### config.mk
export PLATFORM = sky130hd
export DESIGN_NAME = rdesc_walker
export DESIGN_NICKNAME = d
export VERILOG_FILES = /design/src/rtl/rdw_pkg.sv /design/src/rtl/rdw_tag_decode.sv /design/src/rtl/rdw_len_capture.sv /design/src/rtl/rdw_len_counter.sv /design/src/rtl/rdesc_walker.sv
export SDC_FILE = /design/constraint.sdc
export NUM_CORES = 1
export LEC_CHECK = 0
export CAP_MARGIN = 0
export CORE_UTILIZATION = 45
export CTS_BUF_LIST = sky130_fd_sc_hd__clkbuf_2
export DETAILED_ROUTE_END_ITERATION = 16
export PLACE_DENSITY = 0.68
export REMOVE_ABC_BUFFERS = 1
export SLEW_MARGIN = 20
export SYNTH_ARGS = -nofsm -noshare
export SYNTH_HDL_FRONTEND = slang
export SYNTH_SLANG_ARGS = --single-unit
### constraint.sdc
create_clock -name clk -period 4.4 [get_ports clk]
set_clock_uncertainty 0.1 [all_clocks]
set_input_delay 1.1 -clock clk [delete_from_list [all_inputs] [get_ports clk]]
set_output_delay 1.1 -clock clk [all_outputs]
set_load 0.005 [all_outputs]
### src/rtl/rdw_pkg.sv
package rdw_pkg;

   typedef enum logic [1:0] {
      ST_TAG  = 2'd0,
      ST_LEN  = 2'd1,
      ST_PAY  = 2'd2,
      ST_DONE = 2'd3
   } rdw_state_e;

   localparam int unsigned BYTE_W       = 8;
   localparam int unsigned SMALL_NUM_W  = 4;
   localparam int unsigned SMALL_LEN_W  = 3;
   localparam int unsigned LARGE_NUM_W  = 7;

   typedef struct packed {
      logic                   is_large;
      logic [LARGE_NUM_W-1:0] item;
      logic [SMALL_LEN_W-1:0] small_len;
      logic                   is_end;
      logic                   is_rsvd;
   } rdw_tag_t;

endpackage

### src/rtl/rdw_tag_decode.sv
module rdw_tag_decode
   import rdw_pkg::*;
#(
   parameter logic [SMALL_NUM_W-1:0] END_NUM        = 4'hF,
   parameter logic [SMALL_NUM_W-1:0] SMALL_RSVD_LO  = 4'hA,
   parameter logic [SMALL_NUM_W-1:0] SMALL_RSVD_HI  = 4'hD,
   parameter logic [LARGE_NUM_W-1:0] LARGE_RSVD_LO  = 7'h07
) (
   input  logic [BYTE_W-1:0] tag_byte,
   output rdw_tag_t          info
);

   logic [SMALL_NUM_W-1:0] small_num;
   logic [LARGE_NUM_W-1:0] large_num;
   logic                   small_rsvd;
   logic                   large_rsvd;

   assign small_num  = tag_byte[6:3];
   assign large_num  = tag_byte[6:0];
   assign small_rsvd = (small_num >= SMALL_RSVD_LO) && (small_num <= SMALL_RSVD_HI);
   assign large_rsvd = (large_num >= LARGE_RSVD_LO);

   always_comb begin
      info.is_large  = tag_byte[7];
      info.small_len = tag_byte[2:0];
      if (tag_byte[7]) begin
         info.item    = large_num;
         info.is_end  = 1'b0;
         info.is_rsvd = large_rsvd;
      end else begin
         info.item    = {{(LARGE_NUM_W-SMALL_NUM_W){1'b0}}, small_num};
         info.is_end  = (small_num == END_NUM);
         info.is_rsvd = small_rsvd;
      end
   end

endmodule

### src/rtl/rdw_len_capture.sv
module rdw_len_capture
   import rdw_pkg::*;
#(
   parameter int unsigned LEN_BYTES = 2,
   localparam int unsigned LEN_W    = LEN_BYTES * BYTE_W,
   localparam int unsigned IDX_W    = (LEN_BYTES > 1) ? $clog2(LEN_BYTES) : 1
) (
   input  logic              clk,
   input  logic              rst_n,
   input  logic              wr,
   input  logic [IDX_W-1:0]  idx,
   input  logic [BYTE_W-1:0] data,
   output logic [LEN_W-1:0]  len_now
);

   for (genvar g = 0; g < LEN_BYTES; g++) begin : g_lane
      logic [BYTE_W-1:0] lane_q;
      logic              hit;

      assign hit = wr && (idx == IDX_W'(g));

      always_ff @(posedge clk or negedge rst_n) begin
         if (!rst_n) begin
            lane_q <= '0;
         end else if (hit) begin
            lane_q <= data;
         end
      end

      assign len_now[g*BYTE_W +: BYTE_W] = hit ? data : lane_q;
   end

endmodule

### src/rtl/rdw_len_counter.sv
module rdw_len_counter #(
   parameter int unsigned W = 16
) (
   input  logic         clk,
   input  logic         rst_n,
   input  logic         clr,
   input  logic         load,
   input  logic [W-1:0] load_val,
   input  logic         dec,
   output logic         last
);

   logic [W-1:0] cnt_q;

   always_ff @(posedge clk or negedge rst_n) begin
      if (!rst_n) begin
         cnt_q <= '0;
      end else if (clr) begin
         cnt_q <= '0;
      end else if (load) begin
         cnt_q <= load_val;
      end else if (dec) begin
         cnt_q <= cnt_q - 1'b1;
      end
   end

   assign last = (cnt_q == W'(1));

   // a payload byte is only consumed while bytes remain
   assert_cnt_no_underflow_R4: assert property (
      @(posedge clk) disable iff (!rst_n)
      (dec && !clr && !load) |-> (cnt_q != '0));

endmodule

### src/rtl/rdesc_walker.sv
module rdesc_walker
   import rdw_pkg::*;
#(
   parameter int unsigned LEN_BYTES = 2,
   localparam int unsigned LEN_W    = LEN_BYTES * BYTE_W,
   localparam int unsigned IDX_W    = (LEN_BYTES > 1) ? $clog2(LEN_BYTES) : 1
) (
   input  logic                   clk,
   input  logic                   rst_n,
   input  logic                   start,
   input  logic                   in_valid,
   input  logic [BYTE_W-1:0]      in_data,
   output logic                   in_ready,
   output logic                   hdr_valid,
   output logic                   hdr_large,
   output logic [LARGE_NUM_W-1:0] hdr_item,
   output logic [LEN_W-1:0]       hdr_len,
   output logic                   pay_valid,
   output logic [BYTE_W-1:0]      pay_data,
   output logic                   done,
   output logic                   reserved_seen
);

   rdw_state_e             state_q, state_d;
   rdw_tag_t               tag;
   logic                   accept;
   logic [LARGE_NUM_W-1:0] big_item_q;
   logic                   big_rsvd_q;
   logic [IDX_W-1:0]       idx_q, idx_d;
   logic                   len_wr;
   logic [LEN_W-1:0]       len_now;
   logic                   cnt_load, cnt_dec, cnt_last;
   logic [LEN_W-1:0]       cnt_val;
   logic                   emit, emit_large, emit_rsvd, pay_emit;
   logic [LARGE_NUM_W-1:0] emit_item;
   logic [LEN_W-1:0]       emit_len;
   logic                   latch_big;
   logic                   rsvd_q;

   assign in_ready = !start;
   assign accept   = in_valid && in_ready;

   rdw_tag_decode u_dec (
      .tag_byte (in_data),
      .info     (tag)
   );

   rdw_len_capture #(.LEN_BYTES(LEN_BYTES)) u_cap (
      .clk     (clk),
      .rst_n   (rst_n),
      .wr      (len_wr),
      .idx     (idx_q),
      .data    (in_data),
      .len_now (len_now)
   );

   rdw_len_counter #(.W(LEN_W)) u_cnt (
      .clk      (clk),
      .rst_n    (rst_n),
      .clr      (start),
      .load     (cnt_load),
      .load_val (cnt_val),
      .dec      (cnt_dec),
      .last     (cnt_last)
   );

   always_comb begin
      state_d    = state_q;
      idx_d      = idx_q;
      len_wr     = 1'b0;
      cnt_load   = 1'b0;
      cnt_dec    = 1'b0;
      cnt_val    = '0;
      emit       = 1'b0;
      emit_large = 1'b0;
      emit_rsvd  = 1'b0;
      emit_item  = '0;
      emit_len   = '0;
      pay_emit   = 1'b0;
      latch_big  = 1'b0;
      if (start) begin
         state_d = ST_TAG;
         idx_d   = '0;
      end else if (accept) begin
         unique case (state_q)
            ST_TAG: begin
               if (tag.is_large) begin
                  latch_big = 1'b1;
                  idx_d     = '0;
                  state_d   = ST_LEN;
               end else begin
                  emit      = 1'b1;
                  emit_item = tag.item;
                  emit_rsvd = tag.is_rsvd;
                  emit_len  = {{(LEN_W-SMALL_LEN_W){1'b0}}, tag.small_len};
                  if (tag.is_end) begin
                     state_d = ST_DONE;
                  end else if (tag.small_len != '0) begin
                     cnt_load = 1'b1;
                     cnt_val  = emit_len;
                     state_d  = ST_PAY;
                  end
               end
            end
            ST_LEN: begin
               len_wr = 1'b1;
               if (idx_q == IDX_W'(LEN_BYTES-1)) begin
                  emit       = 1'b1;
                  emit_large = 1'b1;
                  emit_item  = big_item_q;
                  emit_rsvd  = big_rsvd_q;
                  emit_len   = len_now;
                  idx_d      = '0;
                  if (len_now != '0) begin
                     cnt_load = 1'b1;
                     cnt_val  = len_now;
                     state_d  = ST_PAY;
                  end else begin
                     state_d  = ST_TAG;
                  end
               end else begin
                  idx_d = idx_q + 1'b1;
               end
            end
            ST_PAY: begin
               pay_emit = 1'b1;
               cnt_dec  = 1'b1;
               if (cnt_last) begin
                  state_d = ST_TAG;
               end
            end
            default: ;
         endcase
      end
   end

   always_ff @(posedge clk or negedge rst_n) begin
      if (!rst_n) begin
         state_q    <= ST_TAG;
         idx_q      <= '0;
         big_item_q <= '0;
         big_rsvd_q <= 1'b0;
      end else begin
         state_q <= state_d;
         idx_q   <= idx_d;
         if (latch_big) begin
            big_item_q <= tag.item;
            big_rsvd_q <= tag.is_rsvd;
         end
      end
   end

   always_ff @(posedge clk or negedge rst_n) begin
      if (!rst_n) begin
         hdr_valid <= 1'b0;
         hdr_large <= 1'b0;
         hdr_item  <= '0;
         hdr_len   <= '0;
         pay_valid <= 1'b0;
         pay_data  <= '0;
         rsvd_q    <= 1'b0;
      end else begin
         hdr_valid <= emit;
         pay_valid <= pay_emit;
         if (emit) begin
            hdr_large <= emit_large;
            hdr_item  <= emit_item;
            hdr_len   <= emit_len;
         end
         if (pay_emit) begin
            pay_data <= in_data;
         end
         if (start) begin
            rsvd_q <= 1'b0;
         end else if (emit && emit_rsvd) begin
            rsvd_q <= 1'b1;
         end
      end
   end

   assign done          = (state_q == ST_DONE);
   assign reserved_seen = rsvd_q;

   // header and payload strobes never coincide
   assert_hdr_pay_excl_R4: assert property (
      @(posedge clk) disable iff (!rst_n)
      !(hdr_valid && pay_valid));

   // small headers carry at most a 3-bit length
   assert_small_len_R2: assert property (
      @(posedge clk) disable iff (!rst_n)
      (hdr_valid && !hdr_large) |-> (hdr_len < LEN_W'(8)));

   // an end item header coincides with done
   assert_end_done_R6: assert property (
      @(posedge clk) disable iff (!rst_n)
      (hdr_valid && !hdr_large && hdr_item == 7'h0F) |-> done);

   // no events once done has been held
   assert_done_quiet_R7: assert property (
      @(posedge clk) disable iff (!rst_n)
      (done && $past(done)) |-> (!hdr_valid && !pay_valid));

   // start clears the end and reserved flags
   assert_start_clears_R8: assert property (
      @(posedge clk) disable iff (!rst_n)
      start |=> (!done && !reserved_seen));

   // reserved flag is sticky until start
   assert_rsvd_sticky_R9: assert property (
      @(posedge clk) disable iff (!rst_n)
      (reserved_seen && !start) |=> reserved_seen);

endmodule

Word level (Yosys, flattened, before mapping)
Index checks and enable logic that the tools add are counted.
{"block": "totals", "out_inout_bits": 37, "inputBits": 12, "regBits": 78, "elab_cells": 116}
{"block": "op_classes", "muxes": 71, "n_reduce_logical": 16, "bitwise_logic": 1, "addsub": 2, "eq_ne": 9, "order_cmp": 3}
{"op": "two-way mux 16 bit", "n": 9}
{"op": "one-hot mux 16 bit (2 select lines)", "n": 2}
{"op": "two-way mux 7 bit", "n": 5}
{"op": "two-way mux 1 bit", "n": 34}
{"op": "two-way mux 2 bit", "n": 9}
{"op": "equality test 16 x 1 -> 1 bit, second input constant", "n": 1}
{"op": "two-way mux 8 bit", "n": 2}
{"op": "nonzero test 16 bit", "n": 1}
{"op": "subtractor 16 x 1 -> 16 bit, second input constant", "n": 1}
{"op": "one-hot mux 7 bit (2 select lines)", "n": 1}
{"op": "two-way mux 3 bit", "n": 4}
{"op": "!= test 3 bit, second input constant", "n": 3}
{"op": "nonzero test 3 bit", "n": 3}
{"op": "one-hot mux 1 bit (2 select lines)", "n": 4}
{"op": ">= comparator 7 x 3 -> 1 bit, second input constant", "n": 1}
{"op": "one-hot mux 2 bit (3 select lines)", "n": 1}
{"op": "logical AND 1 bit", "n": 5}
{"op": "!= test 5 bit, second input constant", "n": 1}
{"op": "AND reduction 5 bit", "n": 1}
{"op": "equality test 2 bit, second input constant", "n": 2}
{"op": "equality test 4 bit, second input constant", "n": 1}
{"op": ">= comparator 4 bit, second input constant", "n": 1}
{"op": "<= comparator 4 bit, second input constant", "n": 1}
{"op": "nonzero test 2 bit", "n": 2}
{"op": "other kinds (7)", "n": 7}

Depth between registers and ports, before layout
{"block": "depth", "ltp_word": 14, "depth_mapped": 10, "mapped_depth_nobuf": 8}

Cells and area by module
A second synthesis with hierarchy kept.
{"block": "unflattened", "cells_unflattened": 345, "hier_area_um2": 3851.2}
{"mod": "rdesc_walker", "area_each_um2": 2073.2, "n_inst": 1, "seq_area_each_um2": 1151.1, "cells_each": 183}
{"mod": "rdw_len_counter", "area_each_um2": 974.7, "n_inst": 1, "seq_area_each_um2": 400.4, "cells_each": 105}
{"mod": "rdw_len_capture", "area_each_um2": 641.9, "n_inst": 1, "seq_area_each_um2": 400.4, "cells_each": 35}
{"mod": "rdw_tag_decode", "area_each_um2": 161.4, "n_inst": 1, "seq_area_each_um2": 0.0, "cells_each": 22}

Least setup slack after synthesis
Ideal clock, no wire load.
{"block": "synth_path", "kind": "input to register", "startpoint": "input in_data[4]", "endpoint": "register u_cnt.cnt_q[11]", "path_stages": 8, "setup_time_ps": 94, "required_ps": 4206, "t_arrival_ps": 2615, "path_buffers": 2, "setup_slack_ps": 1591, "path_cell_list": "buf_2 -> nor4_2 -> nand3b_1 -> o21ai_2 -> nand2_1 -> buf_2 -> a31o_2 -> a211oi_1"}
{"block": "synth_via", "elab_chain_len": 9, "elab_cells_between_ends": 19, "cone_classes": "eq/ne (1); mux (16); reduce/logical (2)"}
{"item": "start, declared", "line": "rdesc_walker.sv:12", "text": "input logic [BYTE_W-1:0] in_data,"}
{"item": "two-way mux 8 bit / equality test 4 bit (equally long branches)"}
{"item": "nonzero test 16 bit / two-way mux 2 bit (equally long branches)", "line": "rdesc_walker.sv:114, rdw_tag_decode.sv:26"}
{"item": "two-way mux 1 bit, on equally long branches", "line": "rdesc_walker.sv:114, rdesc_walker.sv:96"}
{"item": "two-way mux 1 bit, on equally long branches", "line": "rdesc_walker.sv:107, rdesc_walker.sv:87"}
{"item": "one-hot mux 1 bit (2 select lines)", "line": "rdesc_walker.sv:85", "text": "unique case (state_q)"}
{"item": "two-way mux 1 bit", "line": "rdesc_walker.sv:84", "text": "end else if (accept) begin"}
{"item": "two-way mux 1 bit", "line": "rdesc_walker.sv:81", "text": "if (start) begin"}
{"item": "two-way mux 16 bit", "line": "rdw_len_counter.sv:20", "text": "end else if (load) begin"}
{"item": "two-way mux 16 bit", "line": "rdw_len_counter.sv:18", "text": "end else if (clr) begin"}
{"item": "end signal, assigned", "line": "rdw_len_counter.sv:21", "text": "cnt_q <= load_val;"}
{"item": "end signal, assigned", "line": "rdw_len_counter.sv:23", "text": "cnt_q <= cnt_q - 1'b1;"}
{"item": "end, declared", "line": "rdw_len_counter.sv:13", "text": "logic [W-1:0] cnt_q;"}
Parallel ways exist; a longest one is shown, timed or not.
A chain may end at the register's enable or synchronous reset.

Worst setup path after layout
{"block": "layout_path", "startpoint": "input start", "endpoint": "output in_ready"}
{"block": "layout_via", "elab_chain_len": 1}
{"item": "start, declared", "line": "rdesc_walker.sv:10", "text": "input logic start,"}
{"item": "zero test 1 bit", "line": "rdesc_walker.sv:40", "text": "assign in_ready = !start;"}
{"item": "end, declared", "line": "rdesc_walker.sv:13", "text": "output logic in_ready,"}
No other way between the ends.

==> results.toml <==
[cells_and_area]
drive_above_1_share_pct = 11.9
final_net_count = 442
antenna_cells = 0
fin_cells = 531
area_delta_synth_final_pct = 19.0

[sta]
max_slew.worst_pin.slew_ps = 1030
setup-violations-final = 0
clock.fmax_mhz = 291
min_period_over_period_pct = 78.1
maxSlewHeadroom_pct = 31.3
grt_setup_unrepaired = "no"
slew_violations = 0
hold_violations = 0
fin_tns_setup_ps = 0
fin_hold_ws_ps = 394
period_needed_ps = 3430

[drt]
firstDrtPassIters = 4
drt_iter0_markers = 179
viasPerCell = 5.64
drt-total-wl_um = 9290
ant_nets = 0
num_vias = 2993
wl_per_cell_um = 17.5
drcViolationCount = 0

[placement]
place_hpwl_um = 6260
gp_congestion = 0.888
portBuffers = 48
dpl.cell_count = 514

[flow_run]
maxCapViolCount = 0

[floorplan]
io_pins = 49
core_area_um2 = 7850
start_util_pct = 47.2
dieArea_um2 = 8610
fp.dieH_um = 92.8
rows = 32
die_x_um = 92.8

[critical_path]
worst_path_most_repeated_cell = "clkdlybuf4s50_1"
criticalPathCategory = "in2out"
crit_path_start_kind = "input pin"
crit_family = "buffers and inverters"
cp-end-kind = "output pin"
path_buf_inv = 3
cp_slowest_cell = "clkdlybuf4s50_1"
cp_data_required_time_ps = 3200
cp_max_fo = 4
cpPeakStageDelay_ps = 540
crit_chain = "clkdlybuf4s50_1, inv_1, clkdlybuf4s50_1"
crit_arrival_ps = 2230

[pwr]
power_frac_clock_pct = 16.6
p_int_mw = 1.42
pwr-share-seq_pct = 46.7
powerDensity_nw_per_um2 = 495
swShare_pct = 35.1
p_comb_share_pct = 36.7
vdd_drop_max_v = 0.000233
power_leakage_nw = 2.10
power_mw = 2.18
netSwitchingPower_mw = 0.767

[global_route]
grt_pass1_wl_um = 15400
grt_pass1_vias = 3046
globalRouteOverflowTotal = 0
antenna_found_initial = 0
track_usage_pct = 23.6
grt_start_max_net_pins = 79

[clocking]
cts_buffers = 9
cts_root_buf = "clkbuf_2"
cts_buffer_depth = 2
hold_buffers = 0
clock_latency_ps = 510
cts-resized-gates = 0
cts_tree = "built"
postCtsSetupRepairBufs = 0
clkSinkCount = 78
cts.clk_slew.worst_paths_ps = 210
htreeDepth = 3

[synth]
ys_top_cells_by_area = "dfrtp_1, nand2_1, mux2_2"
synth_edf_count = 0
yosysTopAreaCell = "dfrtp_1"
syn_area_um2 = 3710
synth.avg_cell_area_um2 = 9.83
synth_most_common_cell = "nand2_1"
synth_top_area_share_pct = 52.6
yosysWarningCount = 0
ys.flop_type = "dfrtp_1"
synthArstFlopShare_pct = 100
synth_common_cells = "nand2_1, dfrtp_1, nor2_1, clkbuf_1, mux2_2"
synth-seq-area-share_pct = 52.6
synth_seq_cells = 78
synth.distinct_cells = 57
synthesis.instances = 377

[hold_path]
hold_class = "in2async"

[outcome]
outcome = "complete, no violations"
[cells in the final DEF, fill, tap and decap left out, types with 3 or more instances in the layout]
cell type / synthesis / layout
nand2_1: 99 / 99
dfrtp_1: 78 / 78
clkdlybuf4s50_1: 0 / 47
nor2_1: 21 / 21
mux2_2: 15 / 15
a21oi_1: 14 / 14
o21ai_0: 12 / 12
nor3_1: 10 / 10
clkbuf_2: 0 / 9
buf_4: 0 / 8
a22o_1: 7 / 7
a22oi_1: 7 / 7
inv_1: 6 / 6
nand3_1: 6 / 6
xor2_1: 6 / 6
ha_1: 6 / 6
clkinv_1: 1 / 5
nor4_1: 5 / 5
xnor2_1: 5 / 5
a31o_2: 4 / 4
o31ai_1: 4 / 4
nor2b_1: 3 / 3
and2_1: 3 / 3
nand2b_1: 3 / 3
mux2i_1: 3 / 3
a21o_1: 3 / 3
[routing by layer]
layer  GRT usage, %  wire (um)  up-vias
met3           5.34        471       11
met5              0          0        -
li1               -          -     1415
met4           7.95        144        0
met1           32.5       4310     1475
met2           36.8       4360       92
[state kept, by name, summed over array words and instances (netlist names)]
name and cells:
hdr_len 16, u_cap.g_lane.lane_q 16, pay_valid 1, hdr_valid 1
hdr_item 7, hdr_large 1, reserved_seen 1, state_q 2
idx_q 1, pay_data 8, big_rsvd_q 1, big_item_q 7
u_cnt.cnt_q 16
[power by group through the flow]
stage	sequential (mW)	combinational, mW	clock (mW)
6_report	1.02	0.801	0.363
5_1_grt	1.04	0.896	0.405
4_1_cts	1.02	0.801	0.372
3_5_place_dp	1.03	0.794	0
3_3_place_gp	1.03	0.779	0
2_1_floorplan	1.01	0.492	0
[path summary, 6_finish.rpt]
path	start	endpoint	slack, ps	cells after the start
max	start	in_ready	970	3
min	rst_n	big_item_q[0]	390	1
max reg2reg	state_q[1]	u_cnt.cnt_q[11]	1520	8
min reg2reg	hdr_len[10]	hdr_len[10]	400	2
max in group asynchronous	rst_n	pay_data[1]	3210	2
min in group clk	hdr_len[10]	hdr_len[10]	400	2
[cell families after synthesis]
| kind of cell | share of synthesized area (%) |
|---|---|
| AOI/OAI and AO/OA | 13.9 |
| xor gates and xnor gates | 2.60 |
| adders and majority gates | 2.02 |
| buffers and inverters | 2.83 |
| DFF | 52.6 |
| muxes | 5.37 |
| and+or+nand+nor | 20.7 |
[per-stage QoR]
stage          instance area, um^2  setup slack, ps  utilization (%)
3_3_place_gp                  4290              764             54.7
3_5_place_dp                  4290              706             54.7
2_1_floorplan                 3630             1670                -
5_1_grt                       4410              908             56.2
6_report                      4410              965             56.2
4_1_cts                       4390              950             55.9
[layout make-up]
class,instances,area [um^2]
clock buffers,9,45.0
clock inverters,7,55.1
fillers,755,3440
inverters,7,26.3
multi-input cells,272,1650
flip-flops and latches,78,1950
well taps,102,128
repair buffers,56,551
Power figures use the tool's default switching activity.
